--- src/rtl/wp_pkg.sv ---
package wp_pkg;
    typedef enum logic [1:0] {PH_IDLE, PH_LOAD, PH_PROG} phase_e;
    typedef enum logic [1:0] {PD_NONE, PD_SET, PD_CLR} pend_e;
    typedef enum logic [2:0] {ST_IDLE, ST_K1, ST_K2, ST_D3, ST_D4, ST_D5} step_e;

    localparam logic [7:0]  K_FIRST   = 8'hAA;
    localparam logic [7:0]  K_SECOND  = 8'h55;
    localparam logic [7:0]  K_ARM     = 8'hA0;
    localparam logic [7:0]  K_DIS     = 8'h80;
    localparam logic [7:0]  K_DIS_END = 8'h20;
    localparam logic [16:0] A_HI      = 17'h05555;
    localparam logic [16:0] A_LO      = 17'h02AAA;
endpackage

--- src/rtl/wp_phase_timer.sv ---
module wp_phase_timer
    import wp_pkg::*;
#(
    parameter int LOAD_WIN = 7500,
    parameter int PROG_CYC = 500000
) (
    input  logic   clk,
    input  logic   rst_n,
    input  logic   hit,
    output phase_e phase_o,
    output logic   prog_end_o
);
    localparam int CMAX = (LOAD_WIN > PROG_CYC) ? LOAD_WIN : PROG_CYC;
    localparam int CT_W = $clog2(CMAX + 1);
    localparam logic [CT_W-1:0] LOAD_LD = CT_W'(LOAD_WIN - 1);
    localparam logic [CT_W-1:0] PROG_LD = CT_W'(PROG_CYC - 1);

    typedef struct packed {
        phase_e          ph;
        logic [CT_W-1:0] cnt;
    } tm_t;

    tm_t tm_d, tm_q;
    logic end_d;

    always_comb begin
        tm_d  = tm_q;
        end_d = 1'b0;
        if (hit) begin
            tm_d.ph  = PH_LOAD;
            tm_d.cnt = LOAD_LD;
        end else begin
            case (tm_q.ph)
                PH_LOAD: begin
                    if (tm_q.cnt == '0) begin
                        tm_d.ph  = PH_PROG;
                        tm_d.cnt = PROG_LD;
                    end else begin
                        tm_d.cnt = tm_q.cnt - 1'b1;
                    end
                end
                PH_PROG: begin
                    if (tm_q.cnt == '0) begin
                        tm_d.ph = PH_IDLE;
                        end_d   = 1'b1;
                    end else begin
                        tm_d.cnt = tm_q.cnt - 1'b1;
                    end
                end
                default: tm_d.ph = PH_IDLE;
            endcase
        end
    end

    always_ff @(posedge clk) begin
        if (!rst_n) begin
            tm_q.ph  <= PH_IDLE;
            tm_q.cnt <= '0;
        end else begin
            tm_q <= tm_d;
        end
    end

    assign phase_o    = tm_q.ph;
    assign prog_end_o = end_d;


    win_restart_chk: assert property (@(posedge clk) disable iff (!rst_n)
        hit |=> (tm_q.ph == PH_LOAD));


    prog_hold_chk: assert property (@(posedge clk) disable iff (!rst_n)
        (tm_q.ph == PH_PROG && tm_q.cnt != '0 && !hit) |=> (tm_q.ph == PH_PROG));


    load_exit_chk: assert property (@(posedge clk) disable iff (!rst_n)
        (tm_q.ph == PH_LOAD) |=> (tm_q.ph != PH_IDLE));
endmodule

--- src/rtl/wp_cmd_match.sv ---
module wp_cmd_match
    import wp_pkg::*;
#(
    parameter int REG_AW = 17,
    parameter int RSEL_W = 1
) (
    input  logic              clk,
    input  logic              rst_n,
    input  logic              hit,
    input  logic              flush,
    input  logic [REG_AW-1:0] addr_lo,
    input  logic [RSEL_W-1:0] rsel,
    input  logic [7:0]        data,
    output logic              is_cmd_o,
    output logic              arm_o,
    output logic              dis_o
);
    typedef struct packed {
        step_e             step;
        logic [RSEL_W-1:0] rsel;
    } mt_t;

    mt_t mt_d, mt_q;
    logic at_hi, at_lo, same;

    assign at_hi = (addr_lo == REG_AW'(A_HI));
    assign at_lo = (addr_lo == REG_AW'(A_LO));
    assign same  = (mt_q.rsel == rsel);

    always_comb begin
        mt_d     = mt_q;
        is_cmd_o = 1'b0;
        arm_o    = 1'b0;
        dis_o    = 1'b0;
        if (flush) begin
            mt_d.step = ST_IDLE;
        end else if (hit) begin
            mt_d.step = ST_IDLE;
            case (mt_q.step)
                ST_IDLE: if (at_hi && data == K_FIRST) begin
                    is_cmd_o  = 1'b1;
                    mt_d.step = ST_K1;
                    mt_d.rsel = rsel;
                end
                ST_K1: if (same && at_lo && data == K_SECOND) begin
                    is_cmd_o  = 1'b1;
                    mt_d.step = ST_K2;
                end
                ST_K2: if (same && at_hi) begin
                    if (data == K_ARM) begin
                        is_cmd_o = 1'b1;
                        arm_o    = 1'b1;
                    end else if (data == K_DIS) begin
                        is_cmd_o  = 1'b1;
                        mt_d.step = ST_D3;
                    end
                end
                ST_D3: if (same && at_hi && data == K_FIRST) begin
                    is_cmd_o  = 1'b1;
                    mt_d.step = ST_D4;
                end
                ST_D4: if (same && at_lo && data == K_SECOND) begin
                    is_cmd_o  = 1'b1;
                    mt_d.step = ST_D5;
                end
                ST_D5: if (same && at_hi && data == K_DIS_END) begin
                    is_cmd_o = 1'b1;
                    dis_o    = 1'b1;
                end
                default: mt_d.step = ST_IDLE;
            endcase
        end
    end

    always_ff @(posedge clk) begin
        if (!rst_n) begin
            mt_q.step <= ST_IDLE;
            mt_q.rsel <= '0;
        end else begin
            mt_q <= mt_d;
        end
    end


    step_hold_chk: assert property (@(posedge clk) disable iff (!rst_n)
        (!hit && !flush) |=> $stable(mt_q.step));


    seq_break_chk: assert property (@(posedge clk) disable iff (!rst_n)
        (hit && !flush && !is_cmd_o) |=> (mt_q.step == ST_IDLE));
endmodule

--- src/rtl/wp_seq_top.sv ---
module wp_seq_top
    import wp_pkg::*;
#(
    parameter int N_REG      = 2,
    parameter int REG_AW     = 17,
    parameter int LOAD_WIN   = 7500,
    parameter int PROG_CYC   = 500000,
    parameter int PAGE_BYTES = 128,
    localparam int RSEL_W    = (N_REG > 1) ? $clog2(N_REG) : 1,
    localparam int AW        = REG_AW + RSEL_W
) (
    input  logic             clk,
    input  logic             rst_n,
    input  logic             wr_valid,
    input  logic [AW-1:0]    wr_addr,
    input  logic [7:0]       wr_data,
    output logic             pass_valid,
    output logic [AW-1:0]    pass_addr,
    output logic [7:0]       pass_data,
    output logic             busy,
    output logic             prog_busy,
    output logic [N_REG-1:0] prot_flags
);
    localparam int NB_W = $clog2(PAGE_BYTES + 1);
    localparam logic [NB_W-1:0] PAGE_LIM = NB_W'(PAGE_BYTES);

    typedef struct packed {
        logic              armed;
        logic [RSEL_W-1:0] arm_rsel;
        pend_e             pend;
        logic [RSEL_W-1:0] pend_rsel;
        logic [NB_W-1:0]   nbytes;
        logic              pv;
        logic [AW-1:0]     paddr;
        logic [7:0]        pdata;
    } ss_t;

    ss_t ss_d, ss_q;
    logic [N_REG-1:0] prot_d;
    logic [N_REG-1:0] prot_q = '0;

    phase_e            phase;
    logic              prog_end, hit, is_cmd, arm, dis;
    logic [RSEL_W-1:0] rsel;
    logic              rsel_ok, locked, allowed;

    assign rsel    = wr_addr[AW-1:REG_AW];
    assign hit     = wr_valid && (phase != PH_PROG);
    assign rsel_ok = (int'(rsel) < N_REG);

    wp_phase_timer #(
        .LOAD_WIN (LOAD_WIN),
        .PROG_CYC (PROG_CYC)
    ) i_timer (
        .clk        (clk),
        .rst_n      (rst_n),
        .hit        (hit),
        .phase_o    (phase),
        .prog_end_o (prog_end)
    );

    wp_cmd_match #(
        .REG_AW (REG_AW),
        .RSEL_W (RSEL_W)
    ) i_match (
        .clk      (clk),
        .rst_n    (rst_n),
        .hit      (hit),
        .flush    (prog_end),
        .addr_lo  (wr_addr[REG_AW-1:0]),
        .rsel     (rsel),
        .data     (wr_data),
        .is_cmd_o (is_cmd),
        .arm_o    (arm),
        .dis_o    (dis)
    );

    always_comb begin
        locked  = rsel_ok ? prot_q[rsel] : 1'b1;
        allowed = rsel_ok && (!locked || (ss_q.armed && ss_q.arm_rsel == rsel))
                  && (ss_q.nbytes < PAGE_LIM);
    end

    always_comb begin
        ss_d    = ss_q;
        ss_d.pv = 1'b0;
        if (prog_end) begin
            ss_d.armed  = 1'b0;
            ss_d.pend   = PD_NONE;
            ss_d.nbytes = '0;
        end else if (hit) begin
            if (arm || dis) begin
                ss_d.armed     = 1'b1;
                ss_d.arm_rsel  = rsel;
                ss_d.pend      = arm ? PD_SET : PD_CLR;
                ss_d.pend_rsel = rsel;
            end else if (!is_cmd && allowed) begin
                ss_d.pv     = 1'b1;
                ss_d.paddr  = wr_addr;
                ss_d.pdata  = wr_data;
                ss_d.nbytes = ss_q.nbytes + 1'b1;
            end
        end
    end

    always_comb begin
        prot_d = prot_q;
        if (prog_end && ss_q.pend != PD_NONE) begin
            for (int i = 0; i < N_REG; i++) begin
                if (ss_q.pend_rsel == RSEL_W'(i)) prot_d[i] = (ss_q.pend == PD_SET);
            end
        end
    end

    always_ff @(posedge clk) begin
        if (!rst_n) begin
            ss_q.armed     <= 1'b0;
            ss_q.arm_rsel  <= '0;
            ss_q.pend      <= PD_NONE;
            ss_q.pend_rsel <= '0;
            ss_q.nbytes    <= '0;
            ss_q.pv        <= 1'b0;
            ss_q.paddr     <= '0;
            ss_q.pdata     <= '0;
        end else begin
            ss_q <= ss_d;
        end
    end

    always_ff @(posedge clk) begin
        prot_q <= prot_d;
    end

    assign pass_valid = ss_q.pv;
    assign pass_addr  = ss_q.paddr;
    assign pass_data  = ss_q.pdata;
    assign busy       = (phase != PH_IDLE);
    assign prog_busy  = (phase == PH_PROG);
    assign prot_flags = prot_q;


    prot_hold_chk: assert property (@(posedge clk) disable iff (!rst_n)
        !prog_end |=> $stable(prot_q));


    pass_src_chk: assert property (@(posedge clk) disable iff (!rst_n)
        pass_valid |-> $past(wr_valid));


    page_cap_chk: assert property (@(posedge clk) disable iff (!rst_n)
        pass_valid |-> (ss_q.nbytes <= PAGE_LIM));


    prog_drop_chk: assert property (@(posedge clk) disable iff (!rst_n)
        (phase == PH_PROG) |=> !pass_valid);
endmodule

--- config.mk ---
export PLATFORM = sky130hd
export DESIGN_NAME = wp_seq_top
export DESIGN_NICKNAME = d
export VERILOG_FILES = /design/src/rtl/wp_pkg.sv /design/src/rtl/wp_phase_timer.sv /design/src/rtl/wp_cmd_match.sv /design/src/rtl/wp_seq_top.sv
export SDC_FILE = /design/constraint.sdc
export NUM_CORES = 1
export LEC_CHECK = 0
export BUFFER_PORTS_ARGS = -buffer_cell sky130_fd_sc_hd__clkbuf_2
export CAP_MARGIN = 40
export CORE_MARGIN = 2
export CORE_UTILIZATION = 30
export CTS_CLUSTER_SIZE = 14
export DETAILED_ROUTE_END_ITERATION = 8
export GPL_TIMING_DRIVEN = 0
export HOLD_SLACK_MARGIN = 0.12
export PLACE_DENSITY_LB_ADDON = 0.12
export SLEW_MARGIN = 10
export SYNTH_ARGS = -nofsm -noshare
export SYNTH_HDL_FRONTEND = slang
export SYNTH_SLANG_ARGS = --single-unit
--- constraint.sdc ---
create_clock -name clk -period 6.3 [get_ports clk]
set_input_delay 0.945 -clock clk [delete_from_list [all_inputs] [get_ports clk]]
set_output_delay 0.945 -clock clk [all_outputs]
set_load 0.1 [all_outputs]
# Word-level counts from Yosys, hierarchy flattened
# Index checks and enable logic that the tools add are counted.
dict set report word_totals {
  reg_bits 66
  in_bits 29
  output_inout_bits 31
  wordCells 124
}
dict set report op_classes {
  n_addsub 2
  order_cmp 2
  eq_ne 24
  n_mux 40
  bitwise 5
  n_reduce_logical 36
}
# cell count
set ops {}
lappend ops {{19-bit two-way mux} 2}
lappend ops {{19-bit case mux with 2 select lines} 1}
lappend ops {{27-bit two-way mux} 1}
lappend ops {{8-bit == test (second input constant)} 3}
lappend ops {{1-bit two-way mux} 22}
lappend ops {{20-bit two-way mux} 1}
lappend ops {{19-bit logical NOT} 1}
lappend ops {{19-bit by 1-bit subtractor with 19-bit output (second input constant)} 1}
lappend ops {{17-bit by 14-bit == test with 1-bit output (second input constant)} 1}
lappend ops {{17-bit by 15-bit == test with 1-bit output (second input constant)} 1}
lappend ops {{3-bit case mux with 5 select lines} 1}
lappend ops {{2-bit AND reduction} 7}
lappend ops {{2-bit two-way mux} 6}
lappend ops {{3-bit two-way mux} 4}
lappend ops {{1-bit logical AND} 11}
lappend ops {{8-bit by 1-bit adder with 8-bit output (second input constant)} 1}
lappend ops {{8-bit by 6-bit == test with 1-bit output (second input constant)} 1}
lappend ops {{8-bit by 7-bit == test with 1-bit output (second input constant)} 1}
lappend ops {{8-bit < comparator (second input constant)} 1}
lappend ops {{4-bit AND reduction} 2}
lappend ops {{3-bit by 2-bit == test with 1-bit output (second input constant)} 2}
lappend ops {{3-bit == test (second input constant)} 2}
lappend ops {{3-bit AND reduction} 2}
lappend ops {{2-bit nonzero test} 3}
lappend ops {{19 further kinds} 31}

# Logic depth before layout (Yosys ltp)
dict set report depth {
  ltp_word 10
  depth_mapped 10
}

# Modules after synthesis
# Synthesis repeated with hierarchy kept, for this count alone.
dict set report hier_totals {
  cells_unflattened 465
  area_unflattened_um2 3937.5
}
# module instances cells_per_inst area_per_inst_um2
set by_module_without_submodules {}
lappend by_module_without_submodules {wp_seq_top 1 221 1968.1}
lappend by_module_without_submodules {wp_phase_timer 1 178 1426.4}
lappend by_module_without_submodules {wp_cmd_match 1 66 543.0}

# Worst setup path after synthesis
# OpenSTA, ideal clock, no wires.
dict set report synth_timing {
  kind {input -> register}
  from {in wr_addr[11]}
  to {reg ss_q, in the netlist pass_addr[0]}
  t_arrival_ns 2.483
  t_required_ns 6.168
  setup_slack_ns 3.685
  stages 8
  cell_sequence {and4bb_2 > nand2_1 > or4b_4 > a31o_1 > buf_2 > buf_2 > nand3_1 > a21oi_1}
}
dict set report synth_between {
  elab_chain_len 10
  elab_cells_between_ends 28
  classes_between {eq/ne (2); mux (15); bitwise (1); reduce/logical (10)}
}
# item line_no
set synth_lines {}
lappend synth_lines {{start, declared} wp_seq_top.sv:15} ;# input logic [AW-1:0] wr_addr,
lappend synth_lines {{17-bit by 15-bit == test with 1-bit output or 17-bit by 14-bit == test with 1-bit output (tied branches)} {wp_cmd_match.sv:26, wp_cmd_match.sv:27}}
lappend synth_lines {{1-bit logical AND (on tied branches) (2 in a row)} -}
lappend synth_lines {{1-bit two-way mux (on tied branches)} -}
lappend synth_lines {{1-bit case mux with 5 select lines or 1-bit two-way mux (tied branches)} wp_cmd_match.sv:39} ;# case (mt_q.step)
lappend synth_lines {{1-bit two-way mux} wp_cmd_match.sv:37} ;# end else if (hit) begin
lappend synth_lines {{1-bit two-way mux} wp_cmd_match.sv:35} ;# if (flush) begin
lappend synth_lines {{1-bit logical NOT or 1-bit logical OR (tied branches)} {wp_seq_top.sv:97, wp_seq_top.sv:92}}
lappend synth_lines {{1-bit logical AND or 1-bit inverter (tied branches)} -}
lappend synth_lines {{4-bit AND reduction (no source line) *} -}
lappend synth_lines {{end signal, assigned} wp_seq_top.sv:126} ;# ss_q <= ss_d;
lappend synth_lines {{end, declared} wp_seq_top.sv:38} ;# ss_t ss_d, ss_q;
# Mark *: on every way between the ends. The rest lies on a longest branch, timed or not.
# A chain may end at the register's enable or synchronous reset.

# Worst setup path after layout
dict set report layout_timing {
  from {in wr_addr[12]}
  to {reg ss_q, in the netlist pass_data[0]}
}
# The elaborated chain is that of the path after synthesis.

==> impl_metrics.tcl <==
set metrics [dict create \
    htreeDepth 3 \
    final.setup_skew_ps 7.51 \
    clock-sinks 66 \
    wirelength_um 10100 \
    n_antenna_cell 0 \
    post_cts_resized 0 \
    dieArea_um2 12900 \
    slew_headroom 0.543 \
    p_leak_uw 0.00168 \
    synthTopCellsByArea "dfxtp_1 36%, a21oi_1 6.4%, o21ai_0 6.1%" \
    maxCapViolations 0 \
    synth_flop_cell "dfxtp_1" \
    grt_max_degree 12 \
    crit_arrival_ps 2950 \
    cp_slowest_cell "nor4b_2" \
    cts_setup_buffers 0 \
    async_flop_share 0 \
    cp-start-kind "input port" \
    layout_commonest_cell "dfxtp_1" \
    clkSlewWorstSetupHoldPaths_ps 60 \
    clock_latency_ps 340 \
    die_w_um 113 \
    cts_buffers 9 \
    fin_cells 654 \
    tritoncts "yes" \
    row_count 39 \
    netlist.area_leader.share 0.357 \
    required_ps 6570 \
    antenna_found_initial 0 \
    path_cells "clkbuf_2 -> nor4bb_1 -> nand4_1 -> nor4b_2 -> a211o_1 -> clkbuf_2 -> o21ai_0 -> a21oi_1" \
    synth_seq_cells 66 \
    cellPowerDensity_nw_per_um2 264 \
    routedWlPerCell_um 15.4 \
    min_path_type "register to register" \
    seq_area_frac_synth 0.373 \
    synth_edf_count 2 \
    ant_nets 0 \
    drv_slew 0 \
    cts_hold_buf 0 \
    vdd_drop_max_v 0.000163 \
    drc 0 \
    grt_pass1_wl_um 16300 \
    area_delta_synth_final_pct 22.1 \
    overflow 0 \
    worst_slew_pin_slew_ps 676 \
    gp_congestion 0.767 \
    critical_path.most_common_cell "clkbuf_2" \
    postLayoutCoreUtil 0.379 \
    root_buffer "clkbuf_16" \
    max_stage_delay_ps 490 \
    groute.usage.overall 0.159 \
    nets 537 \
    hpwlAfterDp_um 7440 \
    vias_per_cell 5.26 \
    syn_avg_cell_area_um2 8.20 \
    status "finished clean" \
    rsz0062_at_grt "false" \
    synth_cells 438 \
    crit_path_max_fanout 10 \
    placed_cells 638 \
    worst-path-buf-inv 2 \
    finalCriticalPeriod_ps 2690 \
    initialDrtViolationCount 163 \
    syn_area_um2 3590 \
    io_buffers 57 \
    fill_cells 1201 \
    ios 60 \
    setup_viol 0 \
    crit_family "simple AND/OR/NAND/NOR gates" \
    synthDistinctLibCells 63 \
    core_region_area_um2 11600 \
    hold_violations 0 \
    grt_pass1_vias 3259 \
    drtPass1Iterations 5 \
    final_cell_mix "64 x dfxtp_1, 58 x clkbuf_2, 46 x a21oi_1, 44 x o21ai_0, 37 x nand3_1" \
    critPathCaptureType "register" \
    place_area_um2 4060 \
    max_freq_mhz 372 \
    cts_buffer_depth 2 \
    syn_nets 469 \
    die_y_um 113 \
    synth_top_area_cell "dfxtp_1" \
    fin_hold_ws_ps 459 \
    fin_crit_sh 0.426 \
    drive_gt1_frac 0.247 \
    fin_area_um2 4390 \
    crit_type "input port to register" \
    setup-tns-final_ps 0 \
    start_util 0.311 \
    vias 3441 \
    yosys_warnings 0 \
]
worst reg2reg max path, stage by stage (launching register included):
cell	delay, ps
dfxtp_1	360
inv_1	70
ha_1	250
nor2b_1	160
and4_1	200
clkbuf_1	160
nand2_1	140
clkbuf_1	430
nand2_1	140
o31a_1	270
a21oi_1	150
path summary, 6_finish.rpt:
check                               start                             to  slack (ps)  cells past startpoint
max                           wr_addr[12]      pass_data[0]$_SDFFE_PN0P_        3610                      8
min                 ss_q[34]$_SDFFE_PP0P_          ss_q[34]$_SDFFE_PP0P_         460                      2
max reg2reg  i_timer.tm_q[0]$_SDFFE_PN0P_  i_timer.tm_q[11]$_SDFFE_PN0P_        3900                     10
min reg2reg         ss_q[34]$_SDFFE_PP0P_          ss_q[34]$_SDFFE_PP0P_         460                      2
layer usage:
| layer | global-route usage | vias up | wire, um |
|---|---|---|---|
| met5 | 0 | - | 0 |
| met4 | 0.0488 | 0 | 74 |
| met3 | 0.0494 | 7 | 392 |
| met2 | 0.264 | 64 | 4840 |
| met1 | 0.199 | 1643 | 4780 |
| li1 | - | 1727 | - |
synth_stat cells, types with 11 or more instances:
cell      count
dfxtp_1      64
a21oi_1      46
o21ai_0      44
nand3_1      37
nor2_1       34
buf_4        27
nand2_1      22
clkbuf_1     13
nor3_1       11
state kept, by name, summed over array words and instances (netlist names):
name,count
i_match.mt_q,4
pass_data,8
pass_valid,1
prot_flags,2
ss_q,12
pass_addr,18
i_timer.tm_q,19
i_timer.phase_o,2
cell type report:
type	count	area, um^2	area share
Sequential cell	66	1340	0.306
Inverter	8	30.0	0.00684
Clock buffer	12	258	0.0587
Tap cell	143	179	0.0408
Clock inverter	4	72.6	0.0165
Timing Repair Buffer	57	285	0.0650
Multi-Input combinational cell	314	1920	0.438
Buffer	50	302	0.0687
metrics by stage:
step	worst slack (ps)	power, uW
6_report	3610	1160
5_1_grt	3430	1210
4_1_cts	3580	1180
3_5_place_dp	3230	608
3_3_place_gp	3230	608
2_1_floorplan	3680	567
cells by family after synthesis:
logic type	synth area share
DFF	0.373
adders and majority gates	0.00696
AOI/OAI and AO/OA	0.212
muxes	0.0167
and+or+nand+nor	0.275
xor gates and xnor gates	0.0244
buffers and inverters	0.0923
power by group:
part | switching, uW | internal (uW) | leakage (uW)
registers | 11.0 | 432 | 0.000534
clock network | 190 | 370 | 0.000158
logic | 110 | 46.8 | 0.000986
total | 310 | 849 | 0.00168
No activity file was read; power rests on OpenSTA's default activity.
